--- config.mk ---
export PLATFORM = sky130hd
export DESIGN_NAME = cell_write_seq
export DESIGN_NICKNAME = d
export VERILOG_FILES = /design/src/rtl/cws_pkg.sv /design/src/rtl/cws_fb_sync.sv /design/src/rtl/cws_pulse_timer.sv /design/src/rtl/cws_step_gen.sv /design/src/rtl/cell_write_seq.sv
export SDC_FILE = /design/constraint.sdc
export NUM_CORES = 1
export LEC_CHECK = 0
export BUFFER_PORTS_ARGS = -buffer_cell sky130_fd_sc_hd__buf_2
export CAP_MARGIN = 25
export CORE_MARGIN = 1.5
export CORE_UTILIZATION = 45
export CTS_BUF_LIST = sky130_fd_sc_hd__clkbuf_4 sky130_fd_sc_hd__clkbuf_8
export CTS_CLUSTER_DIAMETER = 40
export DETAILED_ROUTE_END_ITERATION = 7
export GPL_TIMING_DRIVEN = 0
export PLACE_DENSITY = 0.67
export SYNTH_ARGS = -nofsm -noshare
export SYNTH_HDL_FRONTEND = slang
export SYNTH_HIERARCHICAL = 1
export SYNTH_SLANG_ARGS = --single-unit
--- constraint.sdc ---
create_clock -name clk -period 11.4 [get_ports clk]
set_input_delay 1.14 -clock clk [delete_from_list [all_inputs] [get_ports clk]]
set_output_delay 1.14 -clock clk [all_outputs]
set_load 0.005 [all_outputs]
--- src/rtl/cws_pkg.sv ---
// Shared types and the level stepping rule for the write sequencer.
// Assumes a 4-bit level code; set walks down, reset walks up, both saturate.
package cws_pkg;
    localparam int LVL_W = 4;

    typedef logic [LVL_W-1:0] lvl_t;

    typedef enum logic {OP_SET = 1'b0, OP_RESET = 1'b1} op_e;

    typedef enum logic {ST_IDLE = 1'b0, ST_DRIVE = 1'b1} st_e;

    // Next step level: down for set (floor 0), up for reset (ceiling all-ones).
    function automatic lvl_t next_level(lvl_t cur, lvl_t delta, op_e op);
        logic [LVL_W:0] sum;
        sum = {1'b0, cur} + {1'b0, delta};
        if (op == OP_RESET)
            return sum[LVL_W] ? {LVL_W{1'b1}} : sum[LVL_W-1:0];
        else
            return (cur > delta) ? (cur - delta) : '0;
    endfunction
endpackage

--- src/rtl/cws_fb_sync.sv ---
// Synchronizer for the asynchronous switched flag from the current detector.
// Assumes STAGES >= 2; the output lags the input by STAGES rising edges.
module cws_fb_sync #(
    parameter int STAGES = 2
) (
    input  logic clk,
    input  logic rst_n,
    input  logic async_in,
    output logic sync_out
);
    logic [STAGES-1:0] chain;

    // Shift the flag through the flop chain; clear on reset.
    always_ff @(posedge clk) begin
        if (!rst_n) chain <= '0;
        else        chain <= {chain[STAGES-2:0], async_in};
    end

    assign sync_out = chain[STAGES-1];

    // a rising synchronized flag was present at the input STAGES edges earlier.
    a_r5_sync_latency: assert property (@(posedge clk) disable iff (!rst_n)
        $rose(sync_out) |-> $past(async_in, STAGES));
endmodule

--- src/rtl/cws_pulse_timer.sv ---
// Counts the cycles of the current step and flags its last cycle.
// Assumes len is stable while run is high; a length of 0 counts as 1.
module cws_pulse_timer #(
    parameter int LEN_W = 12
) (
    input  logic             clk,
    input  logic             rst_n,
    input  logic             clear,
    input  logic             run,
    input  logic [LEN_W-1:0] len,
    output logic             last
);
    logic [LEN_W-1:0] cnt;

    // Last cycle of the step when the count reaches len-1.
    always_comb begin
        if (len == '0) last = 1'b1;
        else           last = (cnt >= len - 1'b1);
    end

    // Advance the count inside a step; restart at each new step.
    always_ff @(posedge clk) begin
        if (!rst_n || clear)  cnt <= '0;
        else if (run && !last) cnt <= cnt + 1'b1;
    end

    // the count never runs past the programmed length.
    a_r3_count_in_range: assert property (@(posedge clk) disable iff (!rst_n)
        (run && len != '0) |-> (cnt < len));
endmodule

--- src/rtl/cws_step_gen.sv ---
// Holds the current step level and step index, and says when the final step runs.
// Assumes num is stable during an operation; a count of 0 counts as 1.
module cws_step_gen
    import cws_pkg::*;
#(
    parameter int NUM_W = 4
) (
    input  logic             clk,
    input  logic             rst_n,
    input  logic             load,
    input  logic             advance,
    input  logic             clear,
    input  op_e              op,
    input  lvl_t             first,
    input  lvl_t             delta,
    input  logic [NUM_W-1:0] num,
    output lvl_t             level,
    output logic             final_step
);
    logic [NUM_W-1:0] idx;

    // Final step once the index reaches num-1.
    always_comb begin
        if (num == '0) final_step = 1'b1;
        else           final_step = (idx >= num - 1'b1);
    end

    // Load the first level, step it per the operation, or clear it when idle.
    always_ff @(posedge clk) begin
        if (!rst_n || clear) begin
            level <= '0;
            idx   <= '0;
        end else if (load) begin
            level <= first;
            idx   <= '0;
        end else if (advance) begin
            level <= next_level(level, delta, op);
            idx   <= idx + 1'b1;
        end
    end

    // a set step never raises the level.
    a_r3_set_no_rise: assert property (@(posedge clk) disable iff (!rst_n)
        (advance && !load && !clear && op == OP_SET) |=> (level <= $past(level)));

    // a reset step never lowers the level.
    a_r4_reset_no_fall: assert property (@(posedge clk) disable iff (!rst_n)
        (advance && !load && !clear && op == OP_RESET) |=> (level >= $past(level)));
endmodule

--- src/rtl/cell_write_seq.sv ---
// Step-pulse write sequencer that ends on live current feedback.
// Accepts a start when idle, drives step levels until feedback or the last
// step runs out, then pulses done with pass/fail.
// Assumes the configuration is stable while busy and fb_raw is asynchronous.
module cell_write_seq
    import cws_pkg::*;
#(
    parameter int LEN_W       = 12,
    parameter int NUM_W       = 4,
    parameter int SYNC_STAGES = 2
) (
    input  logic             clk,
    input  logic             rst_n,
    input  logic             start,
    input  logic             op_sel,
    input  logic [3:0]       cfg_set_lvl,
    input  logic [3:0]       cfg_set_dec,
    input  logic [NUM_W-1:0] cfg_set_num,
    input  logic [LEN_W-1:0] cfg_set_len,
    input  logic [3:0]       cfg_rst_lvl,
    input  logic [3:0]       cfg_rst_inc,
    input  logic [NUM_W-1:0] cfg_rst_num,
    input  logic [LEN_W-1:0] cfg_rst_len,
    input  logic             fb_raw,
    output logic             wr_en,
    output logic [3:0]       wr_level,
    output logic             busy,
    output logic             done,
    output logic             pass
);
    st_e  st;
    op_e  op_q, op_act;
    logic wr_en_q, done_q, pass_q;
    logic fb_s, step_last, final_step;
    logic go, hit, out_fail, adv;
    lvl_t first_lvl, delta_lvl, level;
    logic [NUM_W-1:0] num_sel;
    logic [LEN_W-1:0] len_sel;

    // Decisions for this cycle; feedback outranks a step boundary.
    always_comb begin
        go       = (st == ST_IDLE) && start;
        hit      = (st == ST_DRIVE) && fb_s;
        out_fail = (st == ST_DRIVE) && !fb_s && step_last && final_step;
        adv      = (st == ST_DRIVE) && !fb_s && step_last && !final_step;
        op_act   = go ? op_e'(op_sel) : op_q;
    end

    // Pick the configuration of the active operation.
    always_comb begin
        if (op_act == OP_RESET) begin
            first_lvl = cfg_rst_lvl;
            delta_lvl = cfg_rst_inc;
            num_sel   = cfg_rst_num;
            len_sel   = cfg_rst_len;
        end else begin
            first_lvl = cfg_set_lvl;
            delta_lvl = cfg_set_dec;
            num_sel   = cfg_set_num;
            len_sel   = cfg_set_len;
        end
    end

    cws_fb_sync #(.STAGES(SYNC_STAGES)) i_sync (
        .clk      (clk),
        .rst_n    (rst_n),
        .async_in (fb_raw),
        .sync_out (fb_s)
    );

    cws_pulse_timer #(.LEN_W(LEN_W)) i_timer (
        .clk   (clk),
        .rst_n (rst_n),
        .clear (go || adv),
        .run   (st == ST_DRIVE),
        .len   (len_sel),
        .last  (step_last)
    );

    cws_step_gen #(.NUM_W(NUM_W)) i_steps (
        .clk        (clk),
        .rst_n      (rst_n),
        .load       (go),
        .advance    (adv),
        .clear      (hit || out_fail),
        .op         (op_act),
        .first      (first_lvl),
        .delta      (delta_lvl),
        .num        (num_sel),
        .level      (level),
        .final_step (final_step)
    );

    // Control state: launch, cut off on feedback, or stop when steps run out.
    always_ff @(posedge clk) begin
        if (!rst_n) begin
            st      <= ST_IDLE;
            op_q    <= OP_SET;
            wr_en_q <= 1'b0;
            done_q  <= 1'b0;
            pass_q  <= 1'b0;
        end else begin
            done_q <= 1'b0;
            if (go) begin
                st      <= ST_DRIVE;
                op_q    <= op_e'(op_sel);
                wr_en_q <= 1'b1;
                pass_q  <= 1'b0;
            end else if (hit || out_fail) begin
                st      <= ST_IDLE;
                wr_en_q <= 1'b0;
                done_q  <= 1'b1;
                pass_q  <= hit;
            end
        end
    end

    assign wr_en    = wr_en_q;
    assign wr_level = level;
    assign busy     = (st == ST_DRIVE);
    assign done     = done_q;
    assign pass     = pass_q;

    // no stimulus and a zero level whenever idle.
    a_r1_idle_quiet: assert property (@(posedge clk) disable iff (!rst_n)
        !busy |-> (!wr_en && wr_level == '0));

    // an idle start launches the stimulus on the next cycle.
    a_r2_launch: assert property (@(posedge clk) disable iff (!rst_n)
        (!busy && start) |=> (busy && wr_en));

    // synchronized feedback while busy ends the operation with a pass.
    a_r5_cutoff: assert property (@(posedge clk) disable iff (!rst_n)
        (busy && fb_s) |=> (!wr_en && done && pass));

    // running out of steps ends the operation with a fail.
    a_r7_exhaust_fail: assert property (@(posedge clk) disable iff (!rst_n)
        (busy && !fb_s && step_last && final_step) |=> (!wr_en && done && !pass));

    // a start while busy and mid-step leaves the level untouched.
    a_r8_start_ignored: assert property (@(posedge clk) disable iff (!rst_n)
        (busy && start && !fb_s && !step_last) |=> (busy && $stable(wr_level)));

    // done is a single-cycle pulse and comes with busy low.
    a_r9_done_single: assert property (@(posedge clk) disable iff (!rst_n)
        done |=> !done);
    a_r9_done_idle: assert property (@(posedge clk) disable iff (!rst_n)
        done |-> !busy);
endmodule

==> flow_summary.json <==
{
  "status": "complete, no violations",
  "whs_ps": 463,
  "htree_levels": 1,
  "final_cells": 425,
  "nFillCells": 525,
  "cts.sinks": 26,
  "avgSynthCellArea_um2": 8.90,
  "cp_cell_sequence": "buf_2 > nor2b_4 > mux2i_4 > buf_8 > mux2_4 > or4_1 > nor3_2 > nand2_1 > xnor2_1 > ha_1 > and3_4 > a221o_1 > a41oi_2 > nand3_1 > a21oi_1 > nor2b_1 > nor2b_4 > nand2_1 > a211oi_1 > o211ai_1 > nand3_1",
  "critical_path.slowest_cell": "or4_1",
  "die_height_um": 78.6,
  "yosysTopAreaCellShare": 0.202,
  "tns_ps": 0,
  "fin_ws_ps": 5480,
  "synth_mux_area_frac": 0.156,
  "netlist_area_mm2": 0.00257,
  "hold_violations": 0,
  "ys_seq_area_frac": 0.202,
  "power_density_mw_per_mm2": 86.0,
  "clkTransAtPathRegs_ps": 90,
  "max-vdd-ir-drop_v": 0.0000503,
  "synth_top_family_by_area": "simple AND/OR/NAND/NOR gates",
  "synth-compound-area-share": 0.163,
  "grt_pass1_vias": 2043,
  "synth_fa_ha_area_frac": 0.157,
  "ys_ff_latch": 26,
  "synthXorXnorAreaFrac": 0.0545,
  "fin_nets": 438,
  "crit_fanout": 10,
  "timing.fmax_mhz": 169,
  "place_hpwl_um": 4330,
  "p_leak_nw": 1.38,
  "via_count": 2224,
  "synth_top_area_cell": "dfxtp_1",
  "cts-root-buf": "clkbuf_8",
  "ys.flop_type": "dfxtp_1",
  "synthToLayoutAreaGrowth_pct": 17.3,
  "crit_type": "input pin to flop",
  "grt_max_degree": 15,
  "timing.final.crit_share": 0.520,
  "min_path_type": "flop to flop",
  "postCtsHoldBufs": 0,
  "maxCapViolCount": 0,
  "synthSimpleGateAreaFrac": 0.213,
  "r2r_end": "i_steps/level[3]",
  "die_w_um": 78.6,
  "drive_gt1_frac": 0.320,
  "critPathRequiredTime_ps": 11620,
  "pre_cts_slack_ps": 5200,
  "hp-start": "i_sync/chain[0]",
  "synth_area_leaders": "dfxtp_1, ha_1, mux2_4",
  "drc": 0,
  "cts_tree": "done",
  "min_path_cells": 1,
  "cts_buffers": 3,
  "final_common_cell": "buf_2",
  "ys.warnings.count": 6,
  "first_pass_iters": 4,
  "drtIter0Drc": 91,
  "rrSetupSlack_ps": 5970,
  "ios": 61,
  "grt_use_total": 0.183,
  "relSlewSlack": 0.665,
  "n_antenna_cell": 0,
  "die-area_mm2": 0.00618,
  "routed_via_density": 5.23,
  "tightest_slew_ps": 498,
  "core-area_mm2": 0.00551,
  "slowest_delay_ps": 580,
  "dp.cells": 421,
  "hold_path_end": "i_sync/chain[1]",
  "io_buffer_count": 60,
  "synth_edf_count": 0,
  "min_period_ps": 5920,
  "total_power_w": 0.000260,
  "final_cell_mix": "buf_2, ha_1, dfxtp_1",
  "yosysUniqueCellTypes": 53,
  "routed_wirelength_um": 5350,
  "worstPathArrival_ps": 6140,
  "grt_pass1_wl_um": 9230,
  "synth_nets": 373,
  "drtAntennaViolNets": 0,
  "worstSetupStartpointType": "input pin",
  "cts_buffer_depth": 2,
  "cts_resized": 0,
  "gp_congestion": 0.799,
  "rsz0062_at_grt": "false",
  "wl_per_cell_um": 12.6,
  "async_flop_share": 0,
  "syn_inst": 289,
  "reg2reg_from": "wr_en",
  "r2r_cells": 20,
  "skew_ps": 1.80,
  "cts_setup_buffers": 0,
  "slew_viol_final": 0,
  "antenna_found_initial": 0,
  "start_util": 0.467,
  "critPathCaptureType": "flop",
  "rows": 27,
  "worstSkewPairLatency_ps": 270,
  "final-setup-viol-count": 0,
  "grt-ovfl-total": 0
}
## per-layer routing
layer,share of wire,wire length [µm],GRT usage,vias up
li1,-,-,-,1162
met3,0.060,323,0.0291,2
met5,0,0,0,-
met2,0.46,2450,0.303,69
met1,0.48,2560,0.254,991
met4,0.0026,14,0.0268,0
## state kept, by name, indices dropped and copies added (netlist names)
register	cells
i_steps/idx	4
op_q	1
pass	1
i_steps/level	4
i_sync/chain	2
done	1
i_timer/cnt	12
wr_en	1
## through the flow
step | util | instance area, µm²
6_report | 0.548 | 3020
5_1_grt | 0.548 | 3020
4_1_cts | 0.548 | 3020
3_5_place_dp | 0.538 | 2960
3_3_place_gp | 0.538 | 2960
2_1_floorplan | - | 2570
## cells by family (layout without fill, tap and decap cells)
family          count (synthesis)  after routing
compound gates                 61             61
xor+xnor                       16             16
fa+ha+maj                      31             31
buf+inv                        28             92
flops                          26             26
mux                            29             29
simple gates                   98             98
## cells in the mapped netlist, types with 2 or more instances
cell	count
ha_1	29
dfxtp_1	26
a21oi_1	21
inv_1	21
nor2_1	21
nand2_1	19
mux2_4	18
o21ai_0	13
xnor2_1	13
nand3_1	9
nor2b_1	9
nor3_1	7
mux2_2	6
or3_1	6
and2_1	5
mux2i_1	4
nand2b_1	4
a31oi_1	3
buf_4	3
nor2b_4	3
nor4_1	3
o31ai_1	3
or4_1	3
xor2_1	3
a21o_1	2
and3_1	2
buf_8	2
fa_1	2
o21ba_2	2
o21bai_1	2
o31a_1	2
o31ai_2	2
## power breakdown
group | internal (W) | switching (W) | total, W | leakage [nW]
clock network | 0.0000309 | 0.0000305 | 0.0000614 | 0.0288
registers | 0.0000935 | 0.00000300 | 0.0000965 | 0.211
logic | 0.0000514 | 0.0000503 | 0.000102 | 1.14
## final cells by class
type	instances	area, µm²	share of cell area
tap	72	90.1	0.0299
multi-input combinational	235	1910	0.633
timing repair buffer	60	300	0.0995
sequential	26	520	0.172
buffer	7	61.3	0.0203
inverter	21	78.8	0.0261
clock buffer	4	55.1	0.0182
## worst max-delay path, delay by kind of cell
family          cells  cell delay [ps]
buf+inv             2              310
mux                 2              820
compound gates      5             1250
simple gates       10             2180
fa+ha+maj           1              300
xor+xnor            1              140
## worst max-delay path by stage
stage | start | end | slack (ps)
finish | start | i_steps/level[3] | 5480
global route | start | i_steps/level[3] | 5100
CTS | start | i_steps/level[3] | 5480
detailed placement | start | i_steps/level[3] | 5200
global placement | start | i_steps/level[3] | 5240
floorplan | start | i_steps/level[3] | 5880
Note: power is estimated with default switching activity, not from simulation.
